[config.mk]
export PLATFORM = sky130hd
export DESIGN_NAME = stat_dump_engine
export DESIGN_NICKNAME = d
export VERILOG_FILES = /design/src/rtl/stat_dump_pkg.sv /design/src/rtl/stat_counter_bank.sv /design/src/rtl/stat_len_sel.sv /design/src/rtl/stat_dump_seq.sv /design/src/rtl/stat_dump_engine.sv
export SDC_FILE = /design/constraint.sdc
export NUM_CORES = 2
export LEC_CHECK = 0
export CAP_MARGIN = 20
export CORE_MARGIN = 3
export CORE_UTILIZATION = 45
export CTS_CLUSTER_SIZE = 30
export DETAILED_ROUTE_END_ITERATION = 10
export PLACE_DENSITY = 0.72
export SLEW_MARGIN = 20
export SYNTH_ARGS = -nofsm -noshare
export SYNTH_HDL_FRONTEND = slang
export SYNTH_SLANG_ARGS = --single-unit
[constraint.sdc]
create_clock -name clk_i -period 8.8 [get_ports clk_i]
set_input_delay 0.88 -clock clk_i [delete_from_list [all_inputs] [get_ports clk_i]]
set_output_delay 0.88 -clock clk_i [all_outputs]
set_load 0.02 [all_outputs]
[src/rtl/stat_dump_pkg.sv]
package stat_dump_pkg;
  localparam int unsigned TX_N        = 9;
  localparam int unsigned RX_N        = 7;
  localparam int unsigned FC_N        = 3;
  localparam int unsigned MGMT_N      = 2;
  localparam int unsigned BASIC_WORDS = TX_N + RX_N;
  localparam int unsigned EXT_WORDS   = BASIC_WORDS + FC_N;
  localparam int unsigned FULL_WORDS  = EXT_WORDS + 1;
  localparam int unsigned NUM_EVT     = EXT_WORDS + MGMT_N;
  localparam int unsigned DWORD_W     = 32;
  localparam int unsigned MGMT_W      = 16;
  localparam int unsigned IDX_W       = $clog2(FULL_WORDS + 1);

  localparam logic [DWORD_W-1:0] MARK_PLAIN = 32'h0000_A005;
  localparam logic [DWORD_W-1:0] MARK_CLEAR = 32'h0000_A007;

  typedef enum logic [1:0] {
    GEN_OLD = 2'd0,
    GEN_MID = 2'd1,
    GEN_NEW = 2'd2
  } gen_e;

  typedef enum logic [1:0] {
    ST_IDLE = 2'd0,
    ST_DATA = 2'd1,
    ST_MARK = 2'd2
  } dump_st_e;
endpackage

[src/rtl/stat_counter_bank.sv]
module stat_counter_bank #(
  parameter int unsigned NW   = 19,
  parameter int unsigned NN   = 2,
  parameter int unsigned WW   = 32,
  parameter int unsigned NWID = 16,
  localparam int unsigned NE  = NW + NN
) (
  input  logic                     clk_i,
  input  logic                     rst_ni,
  input  logic [NE-1:0]            evt_i,
  input  logic                     take_i,
  input  logic                     clear_i,
  output logic [NW-1:0][WW-1:0]    snap_wide_o,
  output logic [NN-1:0][NWID-1:0]  snap_narrow_o
);
  // live counters keep running; snapshot frozen on take
  for (genvar g = 0; g < NW; g++) begin : g_wide
    logic [WW-1:0] cnt_q, snap_q, base_v, cnt_d;
    always_comb begin
      base_v = clear_i ? '0 : cnt_q;
      cnt_d  = (evt_i[g] && !(&base_v)) ? base_v + WW'(1) : base_v;
    end
    always_ff @(posedge clk_i or negedge rst_ni) begin
      if (!rst_ni) begin
        cnt_q  <= '0;
        snap_q <= '0;
      end else begin
        cnt_q <= cnt_d;
        if (take_i) snap_q <= cnt_q;
      end
    end
    assign snap_wide_o[g] = snap_q;
  end

  for (genvar h = 0; h < NN; h++) begin : g_narrow
    logic [NWID-1:0] cnt_q, snap_q, base_v, cnt_d;
    always_comb begin
      base_v = clear_i ? '0 : cnt_q;
      cnt_d  = (evt_i[NW+h] && !(&base_v)) ? base_v + NWID'(1) : base_v;
    end
    always_ff @(posedge clk_i or negedge rst_ni) begin
      if (!rst_ni) begin
        cnt_q  <= '0;
        snap_q <= '0;
      end else begin
        cnt_q <= cnt_d;
        if (take_i) snap_q <= cnt_q;
      end
    end
    assign snap_narrow_o[h] = snap_q;
  end
endmodule

[src/rtl/stat_len_sel.sv]
module stat_len_sel
  import stat_dump_pkg::*;
#(
  parameter int unsigned IW = IDX_W
) (
  input  logic [1:0]    gen_i,
  input  logic          tco_en_i,
  input  logic          basic_i,
  output logic [IW-1:0] words_o
);
  logic [IW-1:0] short_len;
  assign short_len = basic_i ? IW'(BASIC_WORDS) : IW'(EXT_WORDS);

  always_comb begin
    unique case (gen_i)
      GEN_OLD: words_o = IW'(BASIC_WORDS);
      GEN_MID: words_o = short_len;
      default: words_o = tco_en_i ? IW'(FULL_WORDS) : short_len;
    endcase
  end
endmodule

[src/rtl/stat_dump_seq.sv]
module stat_dump_seq
  import stat_dump_pkg::*;
#(
  parameter int unsigned ADDR_W = 32,
  parameter int unsigned NW     = 19,
  parameter int unsigned NN     = 2,
  parameter int unsigned WW     = 32,
  parameter int unsigned NWID   = 16,
  parameter int unsigned IW     = IDX_W
) (
  input  logic                     clk_i,
  input  logic                     rst_ni,
  input  logic                     cmd_valid_i,
  input  logic                     cmd_clear_i,
  input  logic [ADDR_W-1:0]        cmd_base_i,
  input  logic [IW-1:0]            words_i,
  input  logic [NW-1:0][WW-1:0]    snap_wide_i,
  input  logic [NN-1:0][NWID-1:0]  snap_narrow_i,
  input  logic                     mem_ready_i,
  output logic                     take_o,
  output logic                     clear_o,
  output logic                     mem_valid_o,
  output logic [ADDR_W-1:0]        mem_addr_o,
  output logic [DWORD_W-1:0]       mem_data_o,
  output logic                     busy_o,
  output logic                     done_o
);
  dump_st_e          st_q;
  logic [IW-1:0]     idx_q, last_q;
  logic [ADDR_W-1:0] addr_q;
  logic              clr_q, done_q;
  logic [DWORD_W-1:0] word;

  assign take_o  = (st_q == ST_IDLE) && cmd_valid_i;
  assign clear_o = take_o && cmd_clear_i;

  always_ff @(posedge clk_i or negedge rst_ni) begin
    if (!rst_ni) begin
      st_q   <= ST_IDLE;
      idx_q  <= '0;
      last_q <= '0;
      addr_q <= '0;
      clr_q  <= 1'b0;
      done_q <= 1'b0;
    end else begin
      done_q <= 1'b0;
      unique case (st_q)
        ST_IDLE: if (cmd_valid_i) begin
          st_q   <= ST_DATA;
          idx_q  <= '0;
          last_q <= words_i - IW'(1);
          addr_q <= cmd_base_i;
          clr_q  <= cmd_clear_i;
        end
        ST_DATA: if (mem_ready_i) begin
          addr_q <= addr_q + ADDR_W'(4);
          if (idx_q == last_q) st_q  <= ST_MARK;
          else                 idx_q <= idx_q + IW'(1);
        end
        ST_MARK: if (mem_ready_i) begin
          st_q   <= ST_IDLE;
          done_q <= 1'b1;
        end
        default: st_q <= ST_IDLE;
      endcase
    end
  end

  // narrow counters share the dword after the wide ones
  always_comb begin
    word = '0;
    if (idx_q < IW'(NW)) begin
      word[WW-1:0] = snap_wide_i[idx_q];
    end else begin
      for (int j = 0; j < NN; j++) word[j*NWID +: NWID] = snap_narrow_i[j];
    end
  end

  assign mem_valid_o = (st_q != ST_IDLE);
  assign busy_o      = mem_valid_o;
  assign done_o      = done_q;
  assign mem_addr_o  = addr_q;
  assign mem_data_o  = (st_q == ST_MARK) ? (clr_q ? MARK_CLEAR : MARK_PLAIN) : word;
endmodule

[src/rtl/stat_dump_engine.sv]
module stat_dump_engine
  import stat_dump_pkg::*;
#(
  parameter int unsigned ADDR_W = 32
) (
  input  logic                clk_i,
  input  logic                rst_ni,
  input  logic [NUM_EVT-1:0]  evt_i,
  input  logic [1:0]          gen_i,
  input  logic                cfg_tco_i,
  input  logic                cfg_basic_i,
  input  logic                cmd_valid_i,
  input  logic                cmd_clear_i,
  input  logic [ADDR_W-1:0]   cmd_base_i,
  output logic                mem_valid_o,
  input  logic                mem_ready_i,
  output logic [ADDR_W-1:0]   mem_addr_o,
  output logic [DWORD_W-1:0]  mem_data_o,
  output logic                busy_o,
  output logic                done_o
);
  logic                                take, clear;
  logic [IDX_W-1:0]                    words;
  logic [EXT_WORDS-1:0][DWORD_W-1:0]   snap_wide;
  logic [MGMT_N-1:0][MGMT_W-1:0]       snap_narrow;

  stat_counter_bank #(
    .NW(EXT_WORDS), .NN(MGMT_N), .WW(DWORD_W), .NWID(MGMT_W)
  ) u_bank (
    .clk_i        (clk_i),
    .rst_ni       (rst_ni),
    .evt_i        (evt_i),
    .take_i       (take),
    .clear_i      (clear),
    .snap_wide_o  (snap_wide),
    .snap_narrow_o(snap_narrow)
  );

  stat_len_sel #(.IW(IDX_W)) u_len (
    .gen_i   (gen_i),
    .tco_en_i(cfg_tco_i),
    .basic_i (cfg_basic_i),
    .words_o (words)
  );

  stat_dump_seq #(
    .ADDR_W(ADDR_W), .NW(EXT_WORDS), .NN(MGMT_N),
    .WW(DWORD_W), .NWID(MGMT_W), .IW(IDX_W)
  ) u_seq (
    .clk_i        (clk_i),
    .rst_ni       (rst_ni),
    .cmd_valid_i  (cmd_valid_i),
    .cmd_clear_i  (cmd_clear_i),
    .cmd_base_i   (cmd_base_i),
    .words_i      (words),
    .snap_wide_i  (snap_wide),
    .snap_narrow_i(snap_narrow),
    .mem_ready_i  (mem_ready_i),
    .take_o       (take),
    .clear_o      (clear),
    .mem_valid_o  (mem_valid_o),
    .mem_addr_o   (mem_addr_o),
    .mem_data_o   (mem_data_o),
    .busy_o       (busy_o),
    .done_o       (done_o)
  );
endmodule

# ---- Word level (Yosys, flattened, before mapping)
# Cells that the tools add are included.
dict set report word_totals {
  reg_bits 1326
  latch_bits 0
  ramBits 0
  rom_bits 0
  n_memories 0
}
dict set report classes {
  n_addsub 24
  n_mul 0
  n_div 0
  magnitude_cmp 2
  eq_ne 9
  n_shift 0
  n_mux 64
  n_bitwise 0
  reduce_logical 73
}
# op n
set op_table {}
lappend op_table {{two-way mux 32 bit} 43}
lappend op_table {{adder 32 x 1 -> 32 bit, second input constant} 19}
lappend op_table {{AND reduction 32 bit} 19}
lappend op_table {{binary-select mux 32 bit (select 5 bit)} 1}
lappend op_table {{two-way mux 16 bit} 4}
lappend op_table {{case mux 32 bit (2 select lines)} 1}
lappend op_table {{adder 16 x 1 -> 16 bit, second input constant} 2}
lappend op_table {{adder 32 x 3 -> 32 bit, second input constant} 1}
lappend op_table {{AND reduction 16 bit} 2}
lappend op_table {{logical AND 1 bit} 23}
lappend op_table {{logical NOT 1 bit} 21}
lappend op_table {{two-way mux 5 bit} 4}
lappend op_table {{case mux 5 bit (2 select lines)} 2}
lappend op_table {{two-way mux 2 bit} 6}
lappend op_table {{inequality test 2 bit, second input constant} 4}
lappend op_table {{AND reduction 4 bit} 2}
lappend op_table {{< comparator 5 x 6 -> 1 bit, second input constant} 1}
lappend op_table {{case mux 2 bit (3 select lines)} 1}
lappend op_table {{adder 5 x 1 -> 5 bit, second input constant} 1}
lappend op_table {{equality test 5 bit} 1}
lappend op_table {{< comparator 5 bit, second input constant} 1}
lappend op_table {{subtractor 5 x 1 -> 5 bit, second input constant} 1}
lappend op_table {{equality test 2 x 1 -> 1 bit, second input constant} 2}
lappend op_table {{logical NOT 2 bit} 2}
lappend op_table {{other kinds (6)} 8}

# ---- Logic depth before layout (Yosys ltp)
dict set report logic_depth {
  ltp_word 8
  ltp_mapped 16
  mapped_depth_nobuf 9
}

# ---- Modules after synthesis
# Synthesis repeated with hierarchy kept, for this count alone.
dict set report hier_totals {
  hier_cells 5617
  hier_area_um2 64637.0
}
# mod instances cells_each area_per_inst_um2
set modules_own_cells {}
lappend modules_own_cells {stat_counter_bank 1 4869 56990.9}
lappend modules_own_cells {stat_dump_seq 1 739 7587.3}
lappend modules_own_cells {stat_len_sel 1 9 58.8}

# ---- Least setup slack after synthesis
# OpenSTA, ideal clock, no wires.
dict set report synth_path {
  path_kind {in2reg}
  startpoint {input cmd_clear_i}
  endpoint {register u_bank.g_narrow[1].cnt_q[1]}
  setup_time_ns 0.125
  t_arrival_ns 4.184
  slack_ns 4.491
  cell_stages 14
  path_buffers 7
  cell_sequence {nand4bb_1 > clkbuf_1 > buf_2 > buf_2 > buf_2 > buf_2 > clkbuf_1 > and2_1 > ha_1 > and3_1 > nand4_1 > o41ai_1 > clkbuf_1 > mux2_2}
}
dict set report synth_via {
  elab_chain_cells 6
  elab_cells_between_ends 7
  cone_classes {add/sub: 1; mux: 2; reduce/logical: 4}
}
# element line
set synth_rtl {}
lappend synth_rtl {{start: declaration} stat_dump_engine.sv:13} ;# input logic cmd_clear_i,
lappend synth_rtl {{logical AND 1 bit (*)} stat_dump_seq.sv:35} ;# assign clear_o = take_o && cmd_clear_i;
lappend synth_rtl {{two-way mux 16 bit (*)} stat_counter_bank.sv:38} ;# base_v = clear_i ? '0 : cnt_q;
lappend synth_rtl {{branches (longest 3 deep; another with adder 16 x 1 -> 16 bit)} n/a}
lappend synth_rtl {{two-way mux 16 bit (*)} stat_counter_bank.sv:39} ;# cnt_d = (evt_i[NW+h] && !(&base_v)) ? base_v + NWID'(1) : base_v;
lappend synth_rtl {{named net u_bank.g_narrow[1].cnt_d[1]} stat_counter_bank.sv:36} ;# logic [NWID-1:0] cnt_q, snap_q, base_v, cnt_d;
lappend synth_rtl {{end signal: assignment} stat_counter_bank.sv:46} ;# cnt_q <= cnt_d;
lappend synth_rtl {{end: declaration} stat_counter_bank.sv:36}
# Mark *: on every way through the listed nets, which the timed path passes.
# A chain may end at the register's enable or synchronous reset.

# ---- Worst setup path after layout
dict set report layout_path {
  startpoint {register u_seq.idx_q[1]}
  endpoint {output mem_data_o[31]}
}
dict set report layout_via {
  elab_chain_cells 4
  elab_cells_between_ends 5
  cone_classes {order compare: 1; mux: 4}
}
# element line
set layout_rtl {}
lappend layout_rtl {{start: declaration} stat_dump_seq.sv:29} ;# logic [IW-1:0] idx_q, last_q;
lappend layout_rtl {{start signal: assignment} stat_dump_seq.sv:58} ;# else idx_q <= idx_q + IW'(1);
lappend layout_rtl {{binary-select mux 32 bit (select 5 bit)} stat_dump_seq.sv:73} ;# word[WW-1:0] = snap_wide_i[idx_q];
lappend layout_rtl {{two-way mux 32 bit (not written as such)} stat_dump_seq.sv:73}
lappend layout_rtl {{two-way mux 32 bit (*)} stat_dump_seq.sv:72} ;# if (idx_q < IW'(NW)) begin
lappend layout_rtl {{two-way mux 32 bit (*)} stat_dump_seq.sv:83} ;# assign mem_data_o = (st_q == ST_MARK) ? (clr_q ? MARK_CLEAR : MARK_PLAIN) : word;
lappend layout_rtl {{end: declaration} stat_dump_engine.sv:18} ;# output logic [DWORD_W-1:0] mem_data_o,
# Every way passes the cells marked *; elsewhere a longest branch is shown, timed or not. The select of a mux whose other input is x is not followed.

==> summary.txt <==
Routing
  • Wire length per cell: 20.75 microns
  • Post-Route WL: between 150000 and 200000 microns
  • Drt pass-1 iters: 8
  • Routed Antenna Nets: 0
  • Detail-routed via count per cell: between 5 and 6
  • Number of design rule violations left after detail routing: 0
  • Detailed Route Iter0 Violations: around 6000
  • Vias: about 52000

Worst setup path
  • Critical path launch point type: flop
  • Path type of the worst setup path: reg -> out
  • Reg2reg end: u_bank.g_wide[8].cnt_q[16]
  • Ordered list of cells on the worst path: a211oi_4 -> buf_4 -> o21ai_0 -> o21ai_0 -> clkdlybuf4s50_1
  • Worst-path fanout max: 46
  • Endpoint kind of the worst setup timing path: primary output
  • Most repeated library cell on the critical path: sky130_fd_sc_hd__o21ai_0
  • Required @ worst endpoint: 7.92 ns
  • Register-to-register path setup slack: ~4.7 ns
  • Critical path startpoint: u_seq.idx_q[1]
  • Worst-case reg-to-reg path depth: 8
  • Worst-path cell with the longest stage delay: sky130_fd_sc_hd__dfrtp_4
  • CP arrival: ~4.8 ns
  • Crit-path max cell delay: roughly 0.76 ns
  • Origin of the critical flop-to-flop path: u_seq.st_q[0]

Layout
  • Most frequent cells in the layout: 2310 x sky130_fd_sc_hd__nand2_1, 1323 x sky130_fd_sc_hd__dfrtp_1, 517 x sky130_fd_sc_hd__nor2_1
  • Layout Nets: approximately 7000
  • Ratio of cells with drive above 1 in the final layout: 0.06901
  • Area delta synth->final: 12.30%
  • Final core utilization: 0.5118
  • Seq. cell area: 0.03319 sq mm
  • Filler Cells Inserted: ~13000
  • Most common cell after layout, fill and taps aside: sky130_fd_sc_hd__nand2_1
  • Area used by multi-input combinational logic: around 0.029 sq mm

Yosys
  • Syn Area/Cell: between 9 and 10 sq um
  • Mapped Nets: just over 7000
  • Proportion of register bits with asynchronous set or reset after synthesis: 1.000
  • Number of synthesis warnings: 0
  • Post-Synthesis Cells: ~7000
  • Sequential cell area fraction in the yosys report: 0.5193
  • Synthesis-stage register bit count: 1326
  • Unique masters post-synth: between 70 and 80
  • Cell area after synthesis: between 0.06 and 0.07 sq mm
  • Top flip-flop cell by instance count after synthesis: sky130_fd_sc_hd__dfrtp_1
  • Post-synth EDFFs: 0

Power and ir drop
  • Net Switching: ~5600 uW
  • Maximum resistive drop on vdd: around 0.00022 V
  • Combinational power share: 0.205
  • Leakage: 0.03314 uW
  • Final Power: 17360 uW
  • Power share of the sequential group: 0.439
  • Switching share of total power: 0.3200
  • Internal: between 10000 and 15000 uW
  • Power density of the placed cells: ~240 mW/mm^2
  • Clock power frac: 0.356

STA
  • Final hold violations: 0
  • Number of pins with negative max-slew slack in the final report: 0
  • Final total negative setup slack: 0 ns
  • Final worst path period need: ~5.7 ns
  • Highest clock frequency the design can meet: between 0.15 and 0.2 GHz
  • Max_slew headroom: 0.1852
  • Pin slew with the least headroom to its limit: 1.222 ns
  • Setup ws final: around 3.1 ns
  • Total of endpoints with negative setup slack in the final report: 0
  • Hold Slack: between 0.1 and 0.15 ns
  • Final worst-path cycle share: 0.6428
  • Setup repair after global routing missed its margin: no
  • Final setup skew: between 0.02 and 0.03 ns

Floorplan
  • X dimension of the die: ~380 microns
  • Die area: between 0.1 and 0.15 sq mm
  • Num rows: about 140
  • Standard cell core area: between 0.1 and 0.15 sq mm
  • Die Y: between 300 and 400 microns
  • Boundary Pins: approximately 130
  • Initial core utilization: 0.4557

Global route
  • Global-route usage over all layers: 0.2509
  • Number of global-route vias before repair: 49520
  • Pin count of the biggest net entering global routing: 225
  • Antenna violations before repair: 5
  • Global route total overflow: 0
  • Global-route wire length before repair: around 290000 microns

Clocking
  • Number of hold buffers added after cts: 0
  • CTS H-tree lvls: 4
  • Post-CTS setup buffers: 0
  • TritonCTS clock tree: done
  • Clk root buf: sky130_fd_sc_hd__clkbuf_16
  • Total clock sinks: between 1000 and 1500
  • Longest Clk Path Bufs: 3
  • Clock latency of the later-clocked register in the worst-skew pair: 0.76 ns
  • Resized Gates After CTS: 0
  • Clock buffers created by TritonCTS: roughly 140
  • Clk pin slew, worst setup/hold paths: about 0.060 ns

Outcome
  • Run status: completed

Placed design
  • # port buffers: roughly 130
  • Pre-CTS WS: roughly 3.8 ns
  • Placer's final routability congestion estimate: roughly 0.9
  • Detailed placer's ending HPWL: approximately 130000 microns

Job
  • Max-cap violations: 0

Worst hold path
  • Min-delay worst type: in -> async
[through the flow]
stage | cells | instance area, sq um
2_1_floorplan | 6984 | 63900
3_3_place_gp | 8694 | 66930
3_5_place_dp | 8695 | 66940
4_1_cts | 8947 | 71730
5_1_grt | 8947 | 71760
6_report | 8948 | 71760
[final cells by class]
cell class | count | area share
Clock inverter | 37 | 0.006625
Tap cell | 1876 | 0.03271
Sequential cell | 1326 | 0.4625
Multi-Input combinational cell | 5237 | 0.4072
Inverter | 54 | 0.002825
Timing Repair Buffer | 202 | 0.02790
Clock buffer | 215 | 0.06015
Antenna cell | 1 | 0.00003487
[cells in the mapped netlist (30+ instances only)]
cell type                  count  share of area
sky130_fd_sc_hd__nand4_1     177          0.017
sky130_fd_sc_hd__inv_1        54         0.0032
sky130_fd_sc_hd__nand2_1    2311           0.14
sky130_fd_sc_hd__and3_1       93         0.0091
sky130_fd_sc_hd__and4_1       69         0.0095
sky130_fd_sc_hd__a21oi_1     182          0.014
sky130_fd_sc_hd__nor3_1      159          0.012
sky130_fd_sc_hd__xnor2_1     227          0.031
sky130_fd_sc_hd__and2_1       49         0.0048
sky130_fd_sc_hd__or3_1        99         0.0097
sky130_fd_sc_hd__dfrtp_1    1326           0.52
sky130_fd_sc_hd__xor2_1      212          0.029
sky130_fd_sc_hd__nor4_1       52         0.0051
sky130_fd_sc_hd__clkbuf_1    314          0.018
sky130_fd_sc_hd__mux2i_1     110          0.017
sky130_fd_sc_hd__nor2_1      517          0.030
sky130_fd_sc_hd__or4_1        30         0.0035
sky130_fd_sc_hd__o21ai_0     213          0.017
sky130_fd_sc_hd__buf_1        33         0.0019
sky130_fd_sc_hd__mux4_2      127          0.045
sky130_fd_sc_hd__o211ai_1     48         0.0056
sky130_fd_sc_hd__nand3_1     262          0.021
[kinds of logic (layout without fill, tap and decap cells)]
logic type / after synthesis / count (layout) / synth area share
xor gates and xnor gates: 439 / 439 / 0.06017
buffers and inverters: 421 / 508 / 0.02540
adders and majority gates: 7 / 7 / 0.001371
muxes: 242 / 242 / 0.06287
and+or+nand+nor: 3924 / 3924 / 0.2710
other: 0 / 1 / 0
DFF: 1326 / 1326 / 0.5193
AOI/OAI and AO/OA: 625 / 625 / 0.05992
[worst max-delay path by stage]
stage / slack, ns / cells after the start / endpoint
after floorplan: 4.49 / 14 / u_bank.g_narrow[1].cnt_q[1]
after global placement: 3.81 / 8 / u_bank.g_wide[16].cnt_q[28]
after detailed placement: 3.81 / 8 / u_bank.g_wide[16].cnt_q[30]
after CTS: 3.20 / 5 / mem_data_o[17]
after global routing: 3.01 / 5 / mem_data_o[20]
final: 3.14 / 5 / mem_data_o[31]
[critical path, delay by kind of cell, from the launching register on]
family / cells / cell delay (ns)
AO/OA/AOI/OAI: 3 / 1.96
flip-flops: 1 / 0.76
buffers and inverters: 2 / 1.28
[sequential cells by signal (all words and copies together) (netlist names)]
register	flops
u_bank.g_narrow.cnt_q	32
u_bank.g_narrow.snap_q	32
u_bank.g_wide.cnt_q	608
u_bank.g_wide.snap_q	608
u_seq.clr_q	1
u_seq.done_o	1
u_seq.idx_q	5
u_seq.last_q	5
u_seq.mem_addr_o	32
u_seq.st_q	2
[power by group through the flow]
| stage | logic, uW | clock network (uW) | registers [uW] |
|---|---|---|---|
| floorplan | 2250 | 0 | 7420 |
| global route | 3870 | 6490 | 7720 |
| global placement | 3460 | 0 | 7670 |
| detailed placement | 3530 | 0 | 7700 |
| finish | 3560 | 6170 | 7620 |
| CTS | 3550 | 6240 | 7600 |
[metal layers]
layer | up-vias | wire length [microns] | global-route usage
li1 | 23590 | - | -
met3 | 309 | 15720 | 0.04467
met1 | 25930 | 80930 | 0.3686
met2 | 2183 | 82280 | 0.3730
met4 | 2 | 6720 | 0.09073
met5 | - | 11 | 0
No activity file was read; power rests on OpenSTA's default activity.
